## src/rtl/i2c_addr_det_pkg.sv

```systemverilog
package i2c_addr_det_pkg;
  localparam int BYTE_W = 8;
  localparam int ADDR_W = 7;
  typedef enum logic [2:0] {
    ST_IDLE, ST_ADDR, ST_AACK, ST_RX, ST_RACK, ST_TX, ST_TACK
  } state_e;
endpackage

```

## src/rtl/i2c_in_sync.sv

```systemverilog
module i2c_in_sync #(
  parameter int STAGES = 2,
  parameter int LINES  = 2
) (
  input  logic             clk_i,
  input  logic             rst_ni,
  input  logic [LINES-1:0] d_i,
  output logic [LINES-1:0] q_o
);
  for (genvar l = 0; l < LINES; l++) begin : g_line
    logic [STAGES-1:0] ff;
    always_ff @(posedge clk_i or negedge rst_ni) begin
      if (!rst_ni) ff <= '1;
      else         ff <= {ff[STAGES-2:0], d_i[l]};
    end
    assign q_o[l] = ff[STAGES-1];
  end
endmodule

```

## src/rtl/i2c_bus_cond.sv

```systemverilog
module i2c_bus_cond (
  input  logic clk_i,
  input  logic rst_ni,
  input  logic scl_s_i,
  input  logic sda_s_i,
  output logic scl_rise_o,
  output logic scl_fall_o,
  output logic start_o,
  output logic stop_o
);
  logic scl_q, sda_q;
  always_ff @(posedge clk_i or negedge rst_ni) begin
    if (!rst_ni) begin
      scl_q <= 1'b1;
      sda_q <= 1'b1;
    end else begin
      scl_q <= scl_s_i;
      sda_q <= sda_s_i;
    end
  end
  assign scl_rise_o = scl_s_i & ~scl_q;
  assign scl_fall_o = ~scl_s_i & scl_q;
  // SDA edge while SCL stays high
  assign start_o = scl_s_i & scl_q & sda_q & ~sda_s_i;
  assign stop_o  = scl_s_i & scl_q & ~sda_q & sda_s_i;
endmodule

```

## src/rtl/i2c_addr_cmp.sv

```systemverilog
module i2c_addr_cmp #(
  parameter int AW = 7
) (
  input  logic [AW:0]   byte_i,
  input  logic [AW-1:0] own_i,
  input  logic          free_i,
  output logic          own_hit_o,
  output logic          gc_hit_o,
  output logic          accept_o
);
  assign gc_hit_o  = (byte_i == '0);
  assign own_hit_o = (byte_i[AW:1] == own_i) && !gc_hit_o;
  assign accept_o  = own_hit_o | gc_hit_o | free_i;
endmodule

```

## src/rtl/i2c_addr_det.sv

```systemverilog
module i2c_addr_det
  import i2c_addr_det_pkg::*;
#(
  parameter int SYNC_STAGES = 2
) (
  input  logic              clk_i,
  input  logic              rst_ni,
  input  logic              scl_i,
  input  logic              sda_i,
  input  logic [ADDR_W-1:0] own_addr_i,
  input  logic              free_fmt_i,
  input  logic [BYTE_W-1:0] tx_data_i,
  output logic              sda_oe_o,
  output logic              dir_tx_o,
  output logic              addr_match_o,
  output logic              gen_call_o,
  output logic              first_byte_o,
  output logic              rx_done_o,
  output logic [BYTE_W-1:0] rx_data_o
);
  localparam int CW = $clog2(BYTE_W + 1);
  localparam logic [CW-1:0] LAST_BIT = CW'(BYTE_W - 1);
  localparam logic [CW-1:0] ALL_BITS = CW'(BYTE_W);

  logic [1:0] sync_q;
  logic scl_s, sda_s, scl_rise, scl_fall, start_det, stop_det;
  logic own_hit, gc_hit, accept;

  state_e            state;
  logic [CW-1:0]     cnt;
  logic [BYTE_W-1:0] shreg, byte_nxt;
  logic              ack_on;

  i2c_in_sync #(.STAGES(SYNC_STAGES), .LINES(2)) u_sync (
    .clk_i(clk_i), .rst_ni(rst_ni), .d_i({scl_i, sda_i}), .q_o(sync_q)
  );
  assign scl_s = sync_q[1];
  assign sda_s = sync_q[0];

  i2c_bus_cond u_cond (
    .clk_i(clk_i), .rst_ni(rst_ni), .scl_s_i(scl_s), .sda_s_i(sda_s),
    .scl_rise_o(scl_rise), .scl_fall_o(scl_fall),
    .start_o(start_det), .stop_o(stop_det)
  );

  assign byte_nxt = {shreg[BYTE_W-2:0], sda_s};

  i2c_addr_cmp #(.AW(ADDR_W)) u_cmp (
    .byte_i(byte_nxt), .own_i(own_addr_i), .free_i(free_fmt_i),
    .own_hit_o(own_hit), .gc_hit_o(gc_hit), .accept_o(accept)
  );

  always_ff @(posedge clk_i or negedge rst_ni) begin
    if (!rst_ni) begin
      state        <= ST_IDLE;
      cnt          <= '0;
      shreg        <= '0;
      ack_on       <= 1'b0;
      sda_oe_o     <= 1'b0;
      dir_tx_o     <= 1'b0;
      addr_match_o <= 1'b0;
      gen_call_o   <= 1'b0;
      first_byte_o <= 1'b0;
      rx_done_o    <= 1'b0;
      rx_data_o    <= '0;
    end else begin
      addr_match_o <= 1'b0;
      gen_call_o   <= 1'b0;
      first_byte_o <= 1'b0;
      rx_done_o    <= 1'b0;
      if (start_det) begin
        state    <= ST_ADDR;
        cnt      <= '0;
        ack_on   <= 1'b0;
        sda_oe_o <= 1'b0;
      end else if (stop_det) begin
        state    <= ST_IDLE;
        ack_on   <= 1'b0;
        sda_oe_o <= 1'b0;
      end else begin
        unique case (state)
          ST_IDLE: ;
          ST_ADDR: if (scl_rise) begin
            shreg <= byte_nxt;
            cnt   <= cnt + 1'b1;
            if (cnt == LAST_BIT) begin
              addr_match_o <= own_hit;
              gen_call_o   <= gc_hit;
              first_byte_o <= free_fmt_i;
              if (accept) begin
                dir_tx_o <= byte_nxt[0];
                state    <= ST_AACK;
              end else begin
                state <= ST_IDLE;
              end
            end
          end
          ST_AACK, ST_RACK: if (scl_fall) begin
            if (!ack_on) begin
              sda_oe_o <= 1'b1;
              ack_on   <= 1'b1;
            end else begin
              ack_on <= 1'b0;
              cnt    <= '0;
              if (state == ST_AACK && dir_tx_o) begin
                state    <= ST_TX;
                shreg    <= tx_data_i;
                sda_oe_o <= ~tx_data_i[BYTE_W-1];
              end else begin
                state    <= ST_RX;
                sda_oe_o <= 1'b0;
              end
            end
          end
          ST_RX: if (scl_rise) begin
            shreg <= byte_nxt;
            cnt   <= cnt + 1'b1;
            if (cnt == LAST_BIT) begin
              rx_data_o <= byte_nxt;
              rx_done_o <= 1'b1;
              state     <= ST_RACK;
            end
          end
          ST_TX: begin
            if (scl_rise) cnt <= cnt + 1'b1;
            else if (scl_fall) begin
              if (cnt == ALL_BITS) begin
                sda_oe_o <= 1'b0;
                state    <= ST_TACK;
              end else begin
                sda_oe_o <= ~shreg[BYTE_W-2];
                shreg    <= shreg << 1;
              end
            end
          end
          ST_TACK: begin
            if (scl_rise) begin
              if (sda_s) state <= ST_IDLE;  // master NACK
              else       ack_on <= 1'b1;
            end else if (scl_fall && ack_on) begin
              ack_on   <= 1'b0;
              cnt      <= '0;
              shreg    <= tx_data_i;
              sda_oe_o <= ~tx_data_i[BYTE_W-1];
              state    <= ST_TX;
            end
          end
          default: state <= ST_IDLE;
        endcase
      end
    end
  end

  p_match_src_r1: assert property (@(posedge clk_i) disable iff (!rst_ni)
    addr_match_o |-> $past(own_hit));
  p_gc_write_r3: assert property (@(posedge clk_i) disable iff (!rst_ni)
    gen_call_o |-> !dir_tx_o);
  p_oe_on_low_r7: assert property (@(posedge clk_i) disable iff (!rst_ni)
    $rose(sda_oe_o) |-> $past(scl_fall));
  p_stop_release_r9: assert property (@(posedge clk_i) disable iff (!rst_ni)
    stop_det |=> !sda_oe_o);
endmodule

```

## config.mk

```make
export PLATFORM = sky130hd
export DESIGN_NAME = i2c_addr_det
export DESIGN_NICKNAME = d
export VERILOG_FILES = /design/src/rtl/i2c_addr_det_pkg.sv /design/src/rtl/i2c_in_sync.sv /design/src/rtl/i2c_bus_cond.sv /design/src/rtl/i2c_addr_cmp.sv /design/src/rtl/i2c_addr_det.sv
export SDC_FILE = /design/constraint.sdc
export NUM_CORES = 1
export LEC_CHECK = 0
export ABC_AREA = 1
export BUFFER_PORTS_ARGS = -buffer_cell sky130_fd_sc_hd__buf_2
export CAP_MARGIN = 15
export CORE_AREA = 10 10 70 96
export CTS_CLUSTER_DIAMETER = 50
export DETAILED_ROUTE_END_ITERATION = 8
export DIE_AREA = 0 0 80 106
export SLEW_MARGIN = 15
export SYNTH_ARGS = -nofsm -noshare
export SYNTH_HDL_FRONTEND = slang
export SYNTH_SLANG_ARGS = --single-unit
export TNS_END_PERCENT = 5
```

## constraint.sdc

```tcl
create_clock -name clk_i -period 4 [get_ports clk_i]
set_input_delay 0.6 -clock clk_i [delete_from_list [all_inputs] [get_ports clk_i]]
set_output_delay 0.6 -clock clk_i [all_outputs]
set_load 0.02 [all_outputs]
```

# Word-level counts from Yosys, hierarchy flattened
# Cells that the tools add are included.
[word_totals]
register_bits = 35
output_inout_bits = 14
elab_cells = 166
[op_classes]
n_addsub = 1
n_eq_ne = 39
mux = 74
bitwise_logic = 17
n_reduce_logical = 20
[op_table]
columns = ["op", "count"]
rows = [
  ["7-bit 2-to-1 mux", 9],
  ["3-bit 2-to-1 mux", 15],
  ["4-bit inequality test (second input constant)", 11],
  ["1-bit 2-to-1 mux", 37],
  ["4-bit 2-to-1 mux", 7],
  ["7-bit one-hot mux with 4 select lines", 1],
  ["12-bit AND reduction", 2],
  ["2-bit inequality test (second input constant)", 9],
  ["3-bit one-hot mux with 6 select lines", 1],
  ["3-bit inequality test (second input constant)", 5],
  ["4-bit one-hot mux with 3 select lines", 1],
  ["6-bit AND reduction", 2],
  ["4-bit nonzero test", 3],
  ["5-bit inequality test (second input constant)", 2],
  ["3-bit == test (second input constant)", 3],
  ["8-bit logical NOT", 1],
  ["1-bit inverter", 8],
  ["1-bit bitwise AND", 7],
  ["7-bit == test", 1],
  ["7-bit AND reduction", 1],
  ["3-bit by 2-bit == test with 1-bit output (second input constant)", 2],
  ["5-bit by 4-bit inequality test with 1-bit output (second input constant)", 1],
  ["5-bit AND reduction", 1],
  ["5-bit nonzero test", 1],
  ["16 further kinds", 20],
]

# Logic depth before layout (Yosys ltp)
# Gate-level depths: netlist of run 1.
[logic_depth]
ltp_word = 11
depth_mapped = 11

# Hierarchy
# From an unflattened synthesis of run 1, not the netlist that was laid out.
[unflattened]
cells_unflattened = 327
area_unflattened_um2 = 2431.1
[by_module_without_submodules]
columns = ["module", "n_inst", "cells_each", "area_each_um2", "seq_area_each_um2"]
rows = [
  ["i2c_addr_det", 1, 260, 2020.7, 725.7],
  ["i2c_addr_cmp", 1, 48, 196.4, 0.0],
  ["i2c_in_sync", 1, 6, 120.1, 105.1],
  ["i2c_bus_cond", 1, 13, 93.8, 52.6],
]

# Worst setup path after synthesis of run 1
# Ideal clock, no wire load.
[synth_path]
path_kind = "register to register"
startpoint = "register u_sync.g_line[0].ff[1]"
endpoint = "register shreg[6]"
arrival_ps = 1489
required_time_ps = 3877
setup_slack_ps = 2388
stages_incl_launch_ff = 11
n_path_buf = 1
cell_sequence = "dfstp_2 -> inv_2 -> nand4_2 -> inv_2 -> nor2_4 -> inv_2 -> nor2_4 -> nand4_4 -> buf_6 -> nand2_2 -> o21ai_2"
[synth_between]
elab_chain_len = 4
word_cells_on_any_way = 6
classes_between = "bitwise (5); reduce/logical (1)"
[synth_lines]
columns = ["element", "line", "rtl"]
rows = [
  ["start: declaration", "i2c_in_sync.sv:11", "logic [STAGES-1:0] ff;"],
  ["start signal: assignment", "i2c_in_sync.sv:14", "else ff <= {ff[STAGES-2:0], d_i[l]};"],
  ["1-bit inverter", "i2c_bus_cond.sv:24", "assign start_o = scl_s_i & scl_q & sda_q & ~sda_s_i;"],
  ["1-bit bitwise AND", "i2c_bus_cond.sv:24", ""],
  ["1-bit inverter (no line)", "--", ""],
  ["12-bit AND reduction (no line) *", "--", ""],
  ["end signal: assignment", "i2c_addr_det.sv:84", "shreg <= byte_nxt;"],
  ["end signal: assignment", "i2c_addr_det.sv:107", "shreg <= tx_data_i;"],
  ["end signal: assignment", "i2c_addr_det.sv:116", "shreg <= byte_nxt;"],
  ["end: declaration", "i2c_addr_det.sv:31", "logic [BYTE_W-1:0] shreg, byte_nxt;"],
]
# Mark *: on every way between the ends. The rest lies on a longest branch, timed or not.
# A chain may end at the register's enable or synchronous reset.

# Worst setup path after layout of run 1
[layout_path]
startpoint = "register u_sync.g_line[0].ff[1]"
endpoint = "register shreg[1]"
# The elaborated chain is that of the path after synthesis.

==> impl_summary.txt, run 1 <==
----------------------------------------------------
[STA]
  Max-slew headroom ... 0.483
  Final worst setup slack ... 2.14 ns
  Post-Route Setup TNS ... 0 ns
  Final Setup Violations ... 0
  Final Hold Viols ... 0
  Transition time at the pin with the least slew margin ... 0.775 ns
  Final Critical Period ... 1.86 ns
  Pins over their slew limit ... 0
  Ratio of final minimum period to clock period ... 0.464
  Maximum achievable frequency ... 539 MHz
  Setup repair after global routing missed its margin ... no
  Maximum clock skew at final layout ... 0.00563 ns

[Flow run]
  Maxcap violations ... 0

[Worst setup path]
  Launching element type of the critical path ... register
  Peak fanout along the critical path ... 14
  Logic depth of the worst register-to-register path ... 9
  Critical Path RT ... 4.18 ns
  Type of the worst setup path ... reg -> reg
  Crit path capture type ... register
  Startpoint of the worst-slack reg-to-reg timing path ... u_sync.g_line[0].ff[1]
  Worst-case register-to-register setup slack ... 2.14 ns
  Arrival time worst endpoint ... 2.04 ns
  Critical R2R Capture ... shreg[1]

[Logic synthesis]
  Top post-synthesis cells by count ... sky130_fd_sc_hd__nand2_1, sky130_fd_sc_hd__dfrtp_1, sky130_fd_sc_hd__inv_1, sky130_fd_sc_hd__nor2_1, sky130_fd_sc_hd__nand3_1
  YS warnings ... 0
  Dominant combinational cell family by area after synthesis ... simple AND/OR/NAND/NOR gates
  Post-synthesis area per instance ... 7.99 µm²
  Area share of xor/xnor cells in the synthesized design ... 0.0200
  Simple-gate portion of the synthesized area ... 0.365
  Number of flops mapped to enable cells by yosys ... 0
  Post-synthesis cell type count ... 33
  Net count after synthesis ... 296
  Flops & latches, synth ... 35
  Share of synthesized area occupied by flip-flops and latches ... 0.403
  Dominant cells by area after synthesis ... sky130_fd_sc_hd__dfrtp_1, sky130_fd_sc_hd__nand2_1, sky130_fd_sc_hd__dfstp_2, sky130_fd_sc_hd__inv_1, sky130_fd_sc_hd__o21ai_2
  Cell accounting for the most synthesized area ... sky130_fd_sc_hd__dfrtp_1
  Synth Area in Adders ... 0.0114
  Synth Flop Type ... sky130_fd_sc_hd__dfrtp_1
  Post-synthesis async set-or-reset flop share ... 1.00
  Most used standard cell by instance count after synthesis ... sky130_fd_sc_hd__nand2_1
  Synthesized cell area ... 2190 µm²
  Synth Area in Compound Gates ... 0.126
  Cell count after synthesis ... 274
  Share of the synthesized area in the top cell type ... 0.331
  Mux cell area share after synthesis ... 0

[Layout]
  FILL cells ... 513
  Number of antenna repair diodes ... 0
  Number of standard cells in the layout, taps in and fillers out ... 377
  Number of nets in the final layout ... 332
  Combined area of the multi-input logic cells ... 1140 µm²
  Area taken by flip-flops and latches ... 883 µm²
  Fraction of layout cells with a size suffix above 1 ... 0.328
  Layout overhead on the synthesized area ... 15.3%
  Post-route core utilization ... 0.501

[CTS]
  Post-CTS setup buffer count ... 0
  Clock tree root buffer cell ... sky130_fd_sc_hd__clkbuf_8
  Level count of the clock H-tree ... 2
  Longest Clk Path Bufs ... 2
  Clock tree from TritonCTS ... done
  Clock latency reported for the late side of the worst-skew pair ... 0.29 ns
  CTS hold repair buffers ... 0
  Clock transition at the register clock pins on the worst setup and hold paths after CTS ... 0.08 ns
  Resized cells post-CTS ... 0
  Number of clock sinks ... 35
  Clock buffers created by TritonCTS ... 5

[Place]
  HPWL after detailed placement ... 4380 µm
  Inst Count DP ... 369
  Setup slack after placement ... 2.14 ns
  Number of buffers added on ports ... 33
  Routability Congestion ... 0.882

[Drt]
  Number of DRC markers in iteration 0 ... 152
  Average routed wire per standard cell ... 14.7 µm
  Number of antenna-violating nets in the routed design ... 0
  Detailed-router iteration count before antenna repair ... 4
  Count of vias placed by the detailed router ... 1880
  Vias per cell ... 4.99
  Detailed-route DRC error count ... 0
  Post-Route WL ... 5520 µm

[Min path]
  Endpoint, Worst Hold ... u_sync.g_line[1].ff[1]
  Type of the tightest min-delay check ... reg -> reg
  Worst Hold Launch ... u_sync.g_line[1].ff[0]
  Worst hold path stage count ... 0

[Power and ir drop]
  Comb power frac ... 0.401
  LEAKAGE ... 1.30 nW
  Share of power burned in registers ... 0.358
  Design internal power ... 0.794 mW
  Power Density ... 543 nW/µm²
  Switching Power ... 0.577 mW
  Maximum VDD drop ... 0.315 mV
  Switching share of power ... 0.421
  Overall Power ... 1.37 mW
  Power share of the clock group ... 0.241

[Die]
  Initial Utilization ... 0.434
  Die X ... 80 µm
  Row Count ... 31
  Top Ports ... 34
  Vertical extent of the die ... 106 µm
  Area of the placeable core ... 5040 µm²
  Die area ... 8480 µm²

[GRT]
  Wire length of the first global-routing pass ... 9510 µm
  Global-route congestion overflow total ... 0
  Pin count of the biggest net entering global routing ... 36
  Vias in the first global route ... 1933
  Number of antenna violations at the first check in global routing ... 0
  Overall track demand over capacity in global routing ... 0.142

[Run status]
  Run status ... complete, no violations

----------------------------------------------------
-- registers in the layout, indices dropped and copies added, names as in the netlist, 3 cells and up --
register	cells
rx_data_o	8
shreg	7
cnt	4
u_sync.g_line.ff	4
state	3
-- placed cells by master, fill, tap and decap left out, drive strengths merged --
cell type / n
nand2: 84
nand3: 21
ha: 2
bufinv: 1
nor3: 9
o21a: 1
clkinv: 1
xnor2: 3
o21ai: 38
dfrtp: 29
dfstp: 6
o22ai: 1
nor2: 29
clkbuf: 5
nand4: 5
xor2: 2
a21oi: 5
a31oi: 1
buf: 33
inv: 35
-- worst max-delay path, stage by stage, from the launching register on --
cell and delay, ns:
sky130_fd_sc_hd__dfstp_2 0.56, sky130_fd_sc_hd__inv_2 0.09, sky130_fd_sc_hd__nand4_2 0.14, sky130_fd_sc_hd__inv_2 0.09, sky130_fd_sc_hd__nor2_4 0.18, sky130_fd_sc_hd__inv_2 0.10
sky130_fd_sc_hd__nor2_4 0.13, sky130_fd_sc_hd__nand4_4 0.24, sky130_fd_sc_hd__nand2_1 0.15, sky130_fd_sc_hd__o21ai_2 0.06
-- cell families after synthesis --
logic type,count (synthesis)
AND/OR/NAND/NOR,148
AO/OA/AOI/OAI,46
buffers and inverters,38
flip-flops,35
XOR/XNOR,5
adder cells (fa/ha/maj),2
-- power by group through the flow --
stage / registers (mW) / clock network, mW / logic [mW]
after global placement: 0.497 / 0 / 0.554
final: 0.491 / 0.330 / 0.550
after CTS: 0.491 / 0.340 / 0.560
after global routing: 0.502 / 0.356 / 0.629
after detailed placement: 0.498 / 0 / 0.556
after floorplan: 0.483 / 0 / 0.443
-- per-stage QoR --
| stage | hold slack [ns] | area, µm² |
|---|---|---|
| 2_1_floorplan | 0.304 | 2190 |
| 3_3_place_gp | 0.350 | 2410 |
| 3_5_place_dp | 0.348 | 2410 |
| 4_1_cts | 0.364 | 2520 |
| 5_1_grt | 0.363 | 2520 |
| 6_report | 0.359 | 2520 |
-- worst max-delay path by stage --
stage                     slack, ns              startpoint        to
final                          2.14  u_sync.g_line[0].ff[1]  shreg[1]
after global routing           1.95                state[2]  shreg[3]
after CTS                      2.11                state[2]  shreg[1]
after detailed placement       2.14                state[2]  shreg[1]
after global placement         2.16                state[2]  shreg[1]
after floorplan                2.39  u_sync.g_line[0].ff[1]  shreg[6]
-- layer usage --
layer  GRT usage  wire length (µm)
met2       0.236              2810
met5           0                 0
met4      0.0859               297
met3      0.0396               290
met1       0.154              2130
-- layout make-up --
cell class | instances | share of cell area
flip-flops and latches | 35 | 0.350
well taps | 66 | 0.0327
clock inverters | 3 | 0.0188
repair buffers | 33 | 0.0654
clock buffers | 5 | 0.0273
multi-input cells | 201 | 0.453
inverters | 34 | 0.0525
No activity file was read; power rests on OpenSTA's default activity.
==> run 2: changes to the inputs <==
--- a/config.mk
+++ b/config.mk
@@ -5,13 +5,14 @@
 export SDC_FILE = /design/constraint.sdc
 export NUM_CORES = 1
 export LEC_CHECK = 0
-export ABC_AREA = 1
+export ABC_AREA = 0
 export BUFFER_PORTS_ARGS = -buffer_cell sky130_fd_sc_hd__buf_2
 export CAP_MARGIN = 15
-export CORE_AREA = 10 10 70 96
+export CORE_AREA = 10 10 70 95
 export CTS_CLUSTER_DIAMETER = 50
 export DETAILED_ROUTE_END_ITERATION = 8
-export DIE_AREA = 0 0 80 106
+export DIE_AREA = 0 0 80 105
+export PLACE_DENSITY = 0.66
 export SLEW_MARGIN = 15
 export SYNTH_ARGS = -nofsm -noshare
 export SYNTH_HDL_FRONTEND = slang
==> constraint.sdc (replaced) <==
create_clock -name clk_i -period 1.6 [get_ports clk_i]
set_input_delay 0.24 -clock clk_i [delete_from_list [all_inputs] [get_ports clk_i]]
set_output_delay 0.24 -clock clk_i [all_outputs]
set_load 0.02 [all_outputs]
==> impl_summary.txt, run 2 <==
----------------------------------------------------
[Run status]
  Run status ... complete, but fails checks
  Violated checks ... negative setup slack

[Power and ir drop]
  Power Density ... 1370 nW/µm² (+150%)
  LEAKAGE ... 1.45 nW (+12%)
  Maximum VDD drop ... 0.901 mV (+190%)

[Logic synthesis]
  Top post-synthesis cells by count ... sky130_fd_sc_hd__dfrtp_1, sky130_fd_sc_hd__mux2_2, sky130_fd_sc_hd__nand2_1, sky130_fd_sc_hd__o21ai_0
  Synth Area in Compound Gates ... 0.161 (+0.0345)
  Most used standard cell by instance count after synthesis ... sky130_fd_sc_hd__dfrtp_1
  Post-synthesis area per instance ... 10.4 µm² (+30%)
  Dominant combinational cell family by area after synthesis ... simple AND/OR/NAND/NOR gates
  Number of flops mapped to enable cells by yosys ... 0 (unchanged)
  Synth Flop Type ... sky130_fd_sc_hd__dfrtp_1
  Cell accounting for the most synthesized area ... sky130_fd_sc_hd__dfrtp_1
  Simple-gate portion of the synthesized area ... 0.178 (-0.187)
  Post-synthesis cell type count ... 53 (+61%)
  YS warnings ... 0 (unchanged)
  Share of synthesized area occupied by flip-flops and latches ... 0.416 (+0.0124)
  Cell count after synthesis ... 204 (-26%)
  Flops & latches, synth ... 35 (unchanged)
  Synth Area in Adders ... 0.0118 (+0.000350)
  Net count after synthesis ... 226 (-24%)
  Dominant cells by area after synthesis ... sky130_fd_sc_hd__dfrtp_1, sky130_fd_sc_hd__mux2_2, sky130_fd_sc_hd__dfstp_2, sky130_fd_sc_hd__buf_6, sky130_fd_sc_hd__o21ai_0
  Post-synthesis async set-or-reset flop share ... 1.00 (unchanged)
  Share of the synthesized area in the top cell type ... 0.342 (+0.0101)
  Mux cell area share after synthesis ... 0.135 (+0.135)
  Area share of xor/xnor cells in the synthesized design ... 0.0371 (+0.0171)
  Synthesized cell area ... 2120 µm² (-3.0%)

[STA]
  Max-slew headroom ... 0.702 (+0.219)
  Post-Route Setup TNS ... -5.41 ns (-5.41 ns)
  Ratio of final minimum period to clock period ... 1.18 (+0.716)
  Final Critical Period ... 1.89 ns (+0.0313 ns)
  Transition time at the pin with the least slew margin ... 0.447 ns (-0.328 ns)
  Setup repair after global routing missed its margin ... yes
  Final Hold Viols ... 0 (unchanged)
  Final Setup Violations ... 25 (+25)
  Maximum clock skew at final layout ... 0.00686 ns (+0.00123 ns)
  Final worst setup slack ... -0.288 ns (-2.43 ns)
  Pins over their slew limit ... 0 (unchanged)
  Maximum achievable frequency ... 530 MHz (-1.7%)

[Flow run]
  Maxcap violations ... 0 (unchanged)

[CTS]
  Clock buffers created by TritonCTS ... 5 (unchanged)
  Clock transition at the register clock pins on the worst setup and hold paths after CTS ... 0.07 ns (about the same)
  Number of clock sinks ... 35 (unchanged)
  Clock tree root buffer cell ... sky130_fd_sc_hd__clkbuf_8
  Clock tree from TritonCTS ... done
  Clock latency reported for the late side of the worst-skew pair ... 0.29 ns (about the same)
  Longest Clk Path Bufs ... 2 (unchanged)
  Level count of the clock H-tree ... 2 (unchanged)

[Drt]
  Detailed-router iteration count before antenna repair ... 4 (unchanged)
  Number of antenna-violating nets in the routed design ... 0 (unchanged)
  Count of vias placed by the detailed router ... 1896 (+0.85%)
  Number of DRC markers in iteration 0 ... 90 (-41%)
  Vias per cell ... 5.24 (+5.0%)
  Post-Route WL ... 5810 µm (+5.2%)
  Detailed-route DRC error count ... 0 (unchanged)
  Average routed wire per standard cell ... 16.0 µm (+9.5%)

[Die]
  Row Count ... 30 (-3.2%)
  Top Ports ... 34 (unchanged)
  Die X ... 80 µm (unchanged)
  Area of the placeable core ... 4880 µm² (-3.2%)
  Vertical extent of the die ... 105 µm (-0.94%)
  Initial Utilization ... 0.435 (+0.00114)
  Die area ... 8400 µm² (-0.94%)

[Layout]
  Number of flip-flops in the largest register ... 8 (unchanged)
  Number of standard cells in the layout, taps in and fillers out ... 362 (-4.0%)
  Largest registers ... rx_data_o (8), shreg (7)
  Most common cell after layout, fill and taps aside ... sky130_fd_sc_hd__buf_4
  Number of antenna repair diodes ... 0 (unchanged)
  Fraction of layout cells with a size suffix above 1 ... 0.534 (+0.206)
  Cell area after layout ... 2980 µm² (+18%)
  Post-route core utilization ... 0.611 (+0.110)
  FILL cells ... 433 (-16%)
  Number of nets in the final layout ... 319 (-3.9%)
  Register ranked first by flip-flop count ... rx_data_o
  Commonest cells after routing, fill and taps aside ... sky130_fd_sc_hd__buf_4, sky130_fd_sc_hd__buf_2, sky130_fd_sc_hd__dfrtp_1
  Layout overhead on the synthesized area ... 40.2%

[GRT]
  Pin count of the biggest net entering global routing ... 36 (unchanged)
  Wire length of the first global-routing pass ... 9340 µm (-1.8%)
  Overall track demand over capacity in global routing ... 0.138 (-0.00379)
  Number of antenna violations at the first check in global routing ... 0 (unchanged)
  Vias in the first global route ... 2011 (+4.0%)
  Global-route congestion overflow total ... 0 (unchanged)

[Worst setup path]
  Critical path, cell by cell ... buf_6 > nand2_4 > nor2_4 > a31oi_1 > a311o_2 > mux2_4
  Type of the worst setup path ... reg -> reg
  Gate family responsible for the most delay along the worst path ... flip-flops
  Delay of the slowest cell on the worst path ... 0.63 ns (+0.07 ns)
  Critical path buffers and inverters ... 1 (-2)
  Critical Path RT ... 1.78 ns (-2.40 ns)
  Peak fanout along the critical path ... 6 (-8)
  Crit path capture type ... register
  Arrival time worst endpoint ... 2.06 ns (+0.02 ns)
  Slowest library cell on the worst path ... sky130_fd_sc_hd__dfstp_2
  Launching element type of the critical path ... register

[Min path]
  Type of the tightest min-delay check ... in -> reg

[Place]
  Number of buffers added on ports ... 33 (unchanged)
  Routability Congestion ... 0.881 (about the same)
  Inst Count DP ... 346 (-6.2%)
  DP Area ... 2720 µm² (+13%)
  HPWL after detailed placement ... 4460 µm (+1.8%)

----------------------------------------------------
## run 2: cell types whose count changed in the layout (fill, tap and decap cells not counted), moves of 7 or more
cell                      before  now
sky130_fd_sc_hd__inv_1        25    8
sky130_fd_sc_hd__o21ai_2      10    0
sky130_fd_sc_hd__buf_4         0   59
sky130_fd_sc_hd__o21ai_1      12    0
sky130_fd_sc_hd__nand3_1      17    4
sky130_fd_sc_hd__nand2_2      10    1
sky130_fd_sc_hd__mux2_2        0   22
sky130_fd_sc_hd__nand2_1      69   11
sky130_fd_sc_hd__inv_2         7    0
sky130_fd_sc_hd__nor2_1       18   10
## run 2: path summary, 6_finish.rpt
check | from | cells past startpoint | to | slack, ns
setup / recovery | u_sync.g_line[1].ff[1] | 6 | state[2] | -0.29
max in group asynchronous | rst_ni | 3 | state[2] | 0.74
hold / removal | scl_i | 1 | u_sync.g_line[1].ff[0] | 0.04
hold reg to reg | u_sync.g_line[1].ff[0] | 0 | u_sync.g_line[1].ff[1] | 0.36
min in group asynchronous | rst_ni | 3 | cnt[0] | 0.52
setup reg to reg | u_sync.g_line[1].ff[1] | 6 | state[2] | -0.29
## run 2: power by group
group	internal [mW]	switching (mW)
clock network	0.504	0.333
registers	1.07	0.210
logic	1.06	0.906
## run 2: layout make-up
type	count	area, µm²	area share
inverters	8	30.0	0.0101
well taps	64	80.1	0.0269
flip-flops and latches	35	886	0.297
multi-input cells	150	1190	0.401
clock inverters	2	35.0	0.0118
clock buffers	6	82.6	0.0277
repair buffers	97	672	0.226
## run 2: stage by stage
stage,worst slack (ns),hold slack [ns],total power [mW]
2_1_floorplan,-0.191,-0.0556,2.41
3_3_place_gp,-0.280,0.292,3.13
3_5_place_dp,-0.289,0.299,3.16
4_1_cts,-0.275,0.0341,4.04
5_1_grt,-0.349,0.0292,4.34
6_report,-0.288,0.0436,4.08
## run 2: cell families (layout without fill, tap and decap cells)
kind of cell	after synthesis	after routing
and+or+nand+nor	66	66
AOI/OAI and AO/OA	48	48
DFF	35	35
muxes	25	25
buffers and inverters	19	113
xor gates and xnor gates	9	9
adders and majority gates	2	2
## run 2: what timing repair did
item,CTS,global route
setup buffers,6,1
endpoints found under the setup margin,24,27
gates resized for setup,8,10
hold buffers,1,0
pin swaps,4,8
endpoints found under the hold margin,29,0
## run 2: worst reg2reg max path: cells and delay by family (launching register included)
family	cells	cell delay (ns)
buf+inv	1	0.15
mux	1	0.30
flops	1	0.63
compound gates	2	0.47
simple gates	2	0.23
## run 2: routing by layer
layer / vias to the layer above / routed length (µm) / GRT usage
li1: 925 / - / -
met5: - / 0 / 0
met2: 55 / 2970 / 0.238
met3: 16 / 314 / 0.0455
met4: 0 / 214 / 0.0795
met1: 900 / 2310 / 0.139
==> run 3: changes to the inputs <==
--- a/config.mk
+++ b/config.mk
@@ -8,11 +8,12 @@
 export ABC_AREA = 0
 export BUFFER_PORTS_ARGS = -buffer_cell sky130_fd_sc_hd__buf_2
 export CAP_MARGIN = 15
-export CORE_AREA = 10 10 70 95
+export CORE_AREA = 10 10 84 79
 export CTS_CLUSTER_DIAMETER = 50
 export DETAILED_ROUTE_END_ITERATION = 8
-export DIE_AREA = 0 0 80 105
+export DIE_AREA = 0 0 94 89
 export PLACE_DENSITY = 0.66
+export SKIP_CTS_REPAIR_TIMING = 1
 export SLEW_MARGIN = 15
 export SYNTH_ARGS = -nofsm -noshare
 export SYNTH_HDL_FRONTEND = slang
==> impl_summary.txt, run 3 (synthesized netlist as in run 2, its figures left out) <==
----------------------------------------------------
[Run status]
  Run status ... complete, but fails checks
  Violated checks ... negative hold slack, negative setup slack

[STA]
  Maximum clock skew at final layout ... 0.00422 ns (-0.00264 ns)
  Final Setup Violations ... 25 (unchanged)
  Tightest hold margin ... -0.0326 ns (-0.0762 ns)
  Setup repair after global routing missed its margin ... yes
  Transition time at the pin with the least slew margin ... 0.449 ns (+0.00174 ns)
  Final Critical Period ... 1.91 ns (+0.0242 ns)
  Ratio of final minimum period to clock period ... 1.20 (+0.0151)
  Final worst setup slack ... -0.312 ns (-0.0242 ns)
  Final Hold Viols ... 29 (+29)
  Max-slew headroom ... 0.701 (-0.00116)
  Post-Route Setup TNS ... -5.81 ns (-0.401 ns)
  Pins over their slew limit ... 0 (unchanged)
  Maximum achievable frequency ... 523 MHz (-1.3%)

[Worst setup path]
  Type of the worst setup path ... reg -> reg
  Crit path capture type ... register
  Start point of the critical path ... u_cond.scl_q
  Critical Path RT ... 1.78 ns (about the same)
  Arrival time worst endpoint ... 2.09 ns (+0.03 ns)
  Launching element type of the critical path ... register
  Peak fanout along the critical path ... 8 (+2)
  Startpoint of the worst-slack reg-to-reg timing path ... u_cond.scl_q

[Power and ir drop]
  Power Density ... 1390 nW/µm² (+1.7%)
  Overall Power ... 4.01 mW (-1.8%)
  LEAKAGE ... 1.39 nW (-4.5%)
  Maximum VDD drop ... 0.650 mV (-28%)

[CTS]
  Clock transition at the register clock pins on the worst setup and hold paths after CTS ... 0.07 ns (about the same)
  Clock buffers created by TritonCTS ... 5 (unchanged)
  Clock latency reported for the late side of the worst-skew pair ... 0.29 ns (about the same)
  Longest Clk Path Bufs ... 2 (unchanged)
  Number of clock sinks ... 35 (unchanged)
  Clock tree from TritonCTS ... done
  Level count of the clock H-tree ... 2 (unchanged)
  Clock tree root buffer cell ... sky130_fd_sc_hd__clkbuf_8

[Die]
  Top Ports ... 34 (unchanged)
  Vertical extent of the die ... 89 µm (-15%)
  Die X ... 94 µm (+18%)
  Initial Utilization ... 0.425 (-0.0109)
  Die area ... 8370 µm² (-0.40%)
  Row Count ... 25 (-17%)
  Area of the placeable core ... 5000 µm² (+2.6%)

[GRT]
  Vias in the first global route ... 1824 (-9.3%)
  Pin count of the biggest net entering global routing ... 36 (unchanged)
  Wire length of the first global-routing pass ... 8960 µm (-4.0%)
  Global-route congestion overflow total ... 0 (unchanged)
  Number of antenna violations at the first check in global routing ... 0 (unchanged)
  Overall track demand over capacity in global routing ... 0.136 (-0.00178)

[Flow run]
  Maxcap violations ... 0 (unchanged)

[Layout]
  Largest registers ... rx_data_o (8), shreg (7)
  FILL cells ... 440 (+1.6%)
  Fraction of layout cells with a size suffix above 1 ... 0.507 (-0.0267)
  Layout overhead on the synthesized area ... 35.4%
  Register ranked first by flip-flop count ... rx_data_o
  Most common cell after layout, fill and taps aside ... sky130_fd_sc_hd__buf_4
  Commonest cells after routing, fill and taps aside ... sky130_fd_sc_hd__buf_4, sky130_fd_sc_hd__buf_2, sky130_fd_sc_hd__dfrtp_1
  Number of nets in the final layout ... 311 (-2.5%)
  Number of antenna repair diodes ... 0 (unchanged)
  Number of flip-flops in the largest register ... 8 (unchanged)

[Drt]
  Detailed-router iteration count before antenna repair ... 4 (unchanged)
  Number of DRC markers in iteration 0 ... 137 (+52%)
  Number of antenna-violating nets in the routed design ... 0 (unchanged)
  Average routed wire per standard cell ... 15.8 µm (-1.3%)
  Vias per cell ... 5.09 (-2.8%)
  Count of vias placed by the detailed router ... 1818 (-4.1%)
  Detailed-route DRC error count ... 0 (unchanged)
  Post-Route WL ... 5660 µm (-2.7%)

[Place]
  Routability Congestion ... 0.869 (-1.3%)
  Number of buffers added on ports ... 33 (unchanged)
  HPWL after detailed placement ... 4300 µm (-3.5%)

[Min path]
  Type of the tightest min-delay check ... in -> async

----------------------------------------------------
==> run 3: cell count changes in the layout (fill, tap and decap cells not counted), sizes merged <==
cell,previous run,this run
buf,96,89
bufinv,1,0
clkbuf,6,7
clkinv,1,0
clkinvlp,0,1
dlygate4sd3,1,0
==> run 3: critical path, stage by stage (launching register included) <==
cell and delay [ns]:
sky130_fd_sc_hd__dfstp_2 0.60, sky130_fd_sc_hd__nor3b_2 0.28, sky130_fd_sc_hd__o32ai_2 0.14, sky130_fd_sc_hd__a211oi_2 0.29, sky130_fd_sc_hd__o211ai_4 0.18, sky130_fd_sc_hd__mux2_2 0.31
==> run 3: metal layers <==
metal	up-vias	share of wire	GRT usage
met1	863	0.47	0.183
met2	41	0.47	0.210
met5	-	0	0
li1	909	-	-
met4	0	0.0092	0.0469
met3	5	0.048	0.0302
==> run 3: layout make-up <==
type | instances | area (µm²) | share of cell area
Multi-Input combinational cell | 150 | 1190 | 0.413
Sequential cell | 35 | 886 | 0.308
Timing Repair Buffer | 89 | 586 | 0.204
Clock buffer | 7 | 96.3 | 0.0335
Tap cell | 67 | 83.8 | 0.0291
Inverter | 8 | 30.0 | 0.0104
Clock inverter | 1 | 7.51 | 0.00261
==> run 3: path summary, 6_finish.rpt <==
check	endpoint	slack, ns	depth (start not counted)
max reg2reg	shreg[6]	-0.31	5
max	shreg[6]	-0.31	5
min in group clk_i	u_sync.g_line[0].ff[0]	0.04	1
min reg2reg	u_sync.g_line[0].ff[1]	0.36	0
max in group asynchronous	u_cond.scl_q	1.28	2
min	rx_data_o[7]	-0.03	2
==> run 3: metrics by stage <==
stage / util / worst slack (ns) / instances / cell area [µm²]
6_report: 0.575 / -0.312 / 357 / 2880
5_1_grt: 0.575 / -0.419 / 357 / 2880
4_1_cts: 0.563 / -0.301 / 357 / 2820
3_5_place_dp: 0.542 / -0.293 / 349 / 2710
3_3_place_gp: 0.542 / -0.270 / 349 / 2710
2_1_floorplan: - / -0.191 / 204 / 2140
==> run 3: where the power goes <==
part           internal, mW  switching [mW]
Clock                 0.391           0.331
Combinational          1.08           0.943
Sequential             1.07           0.194
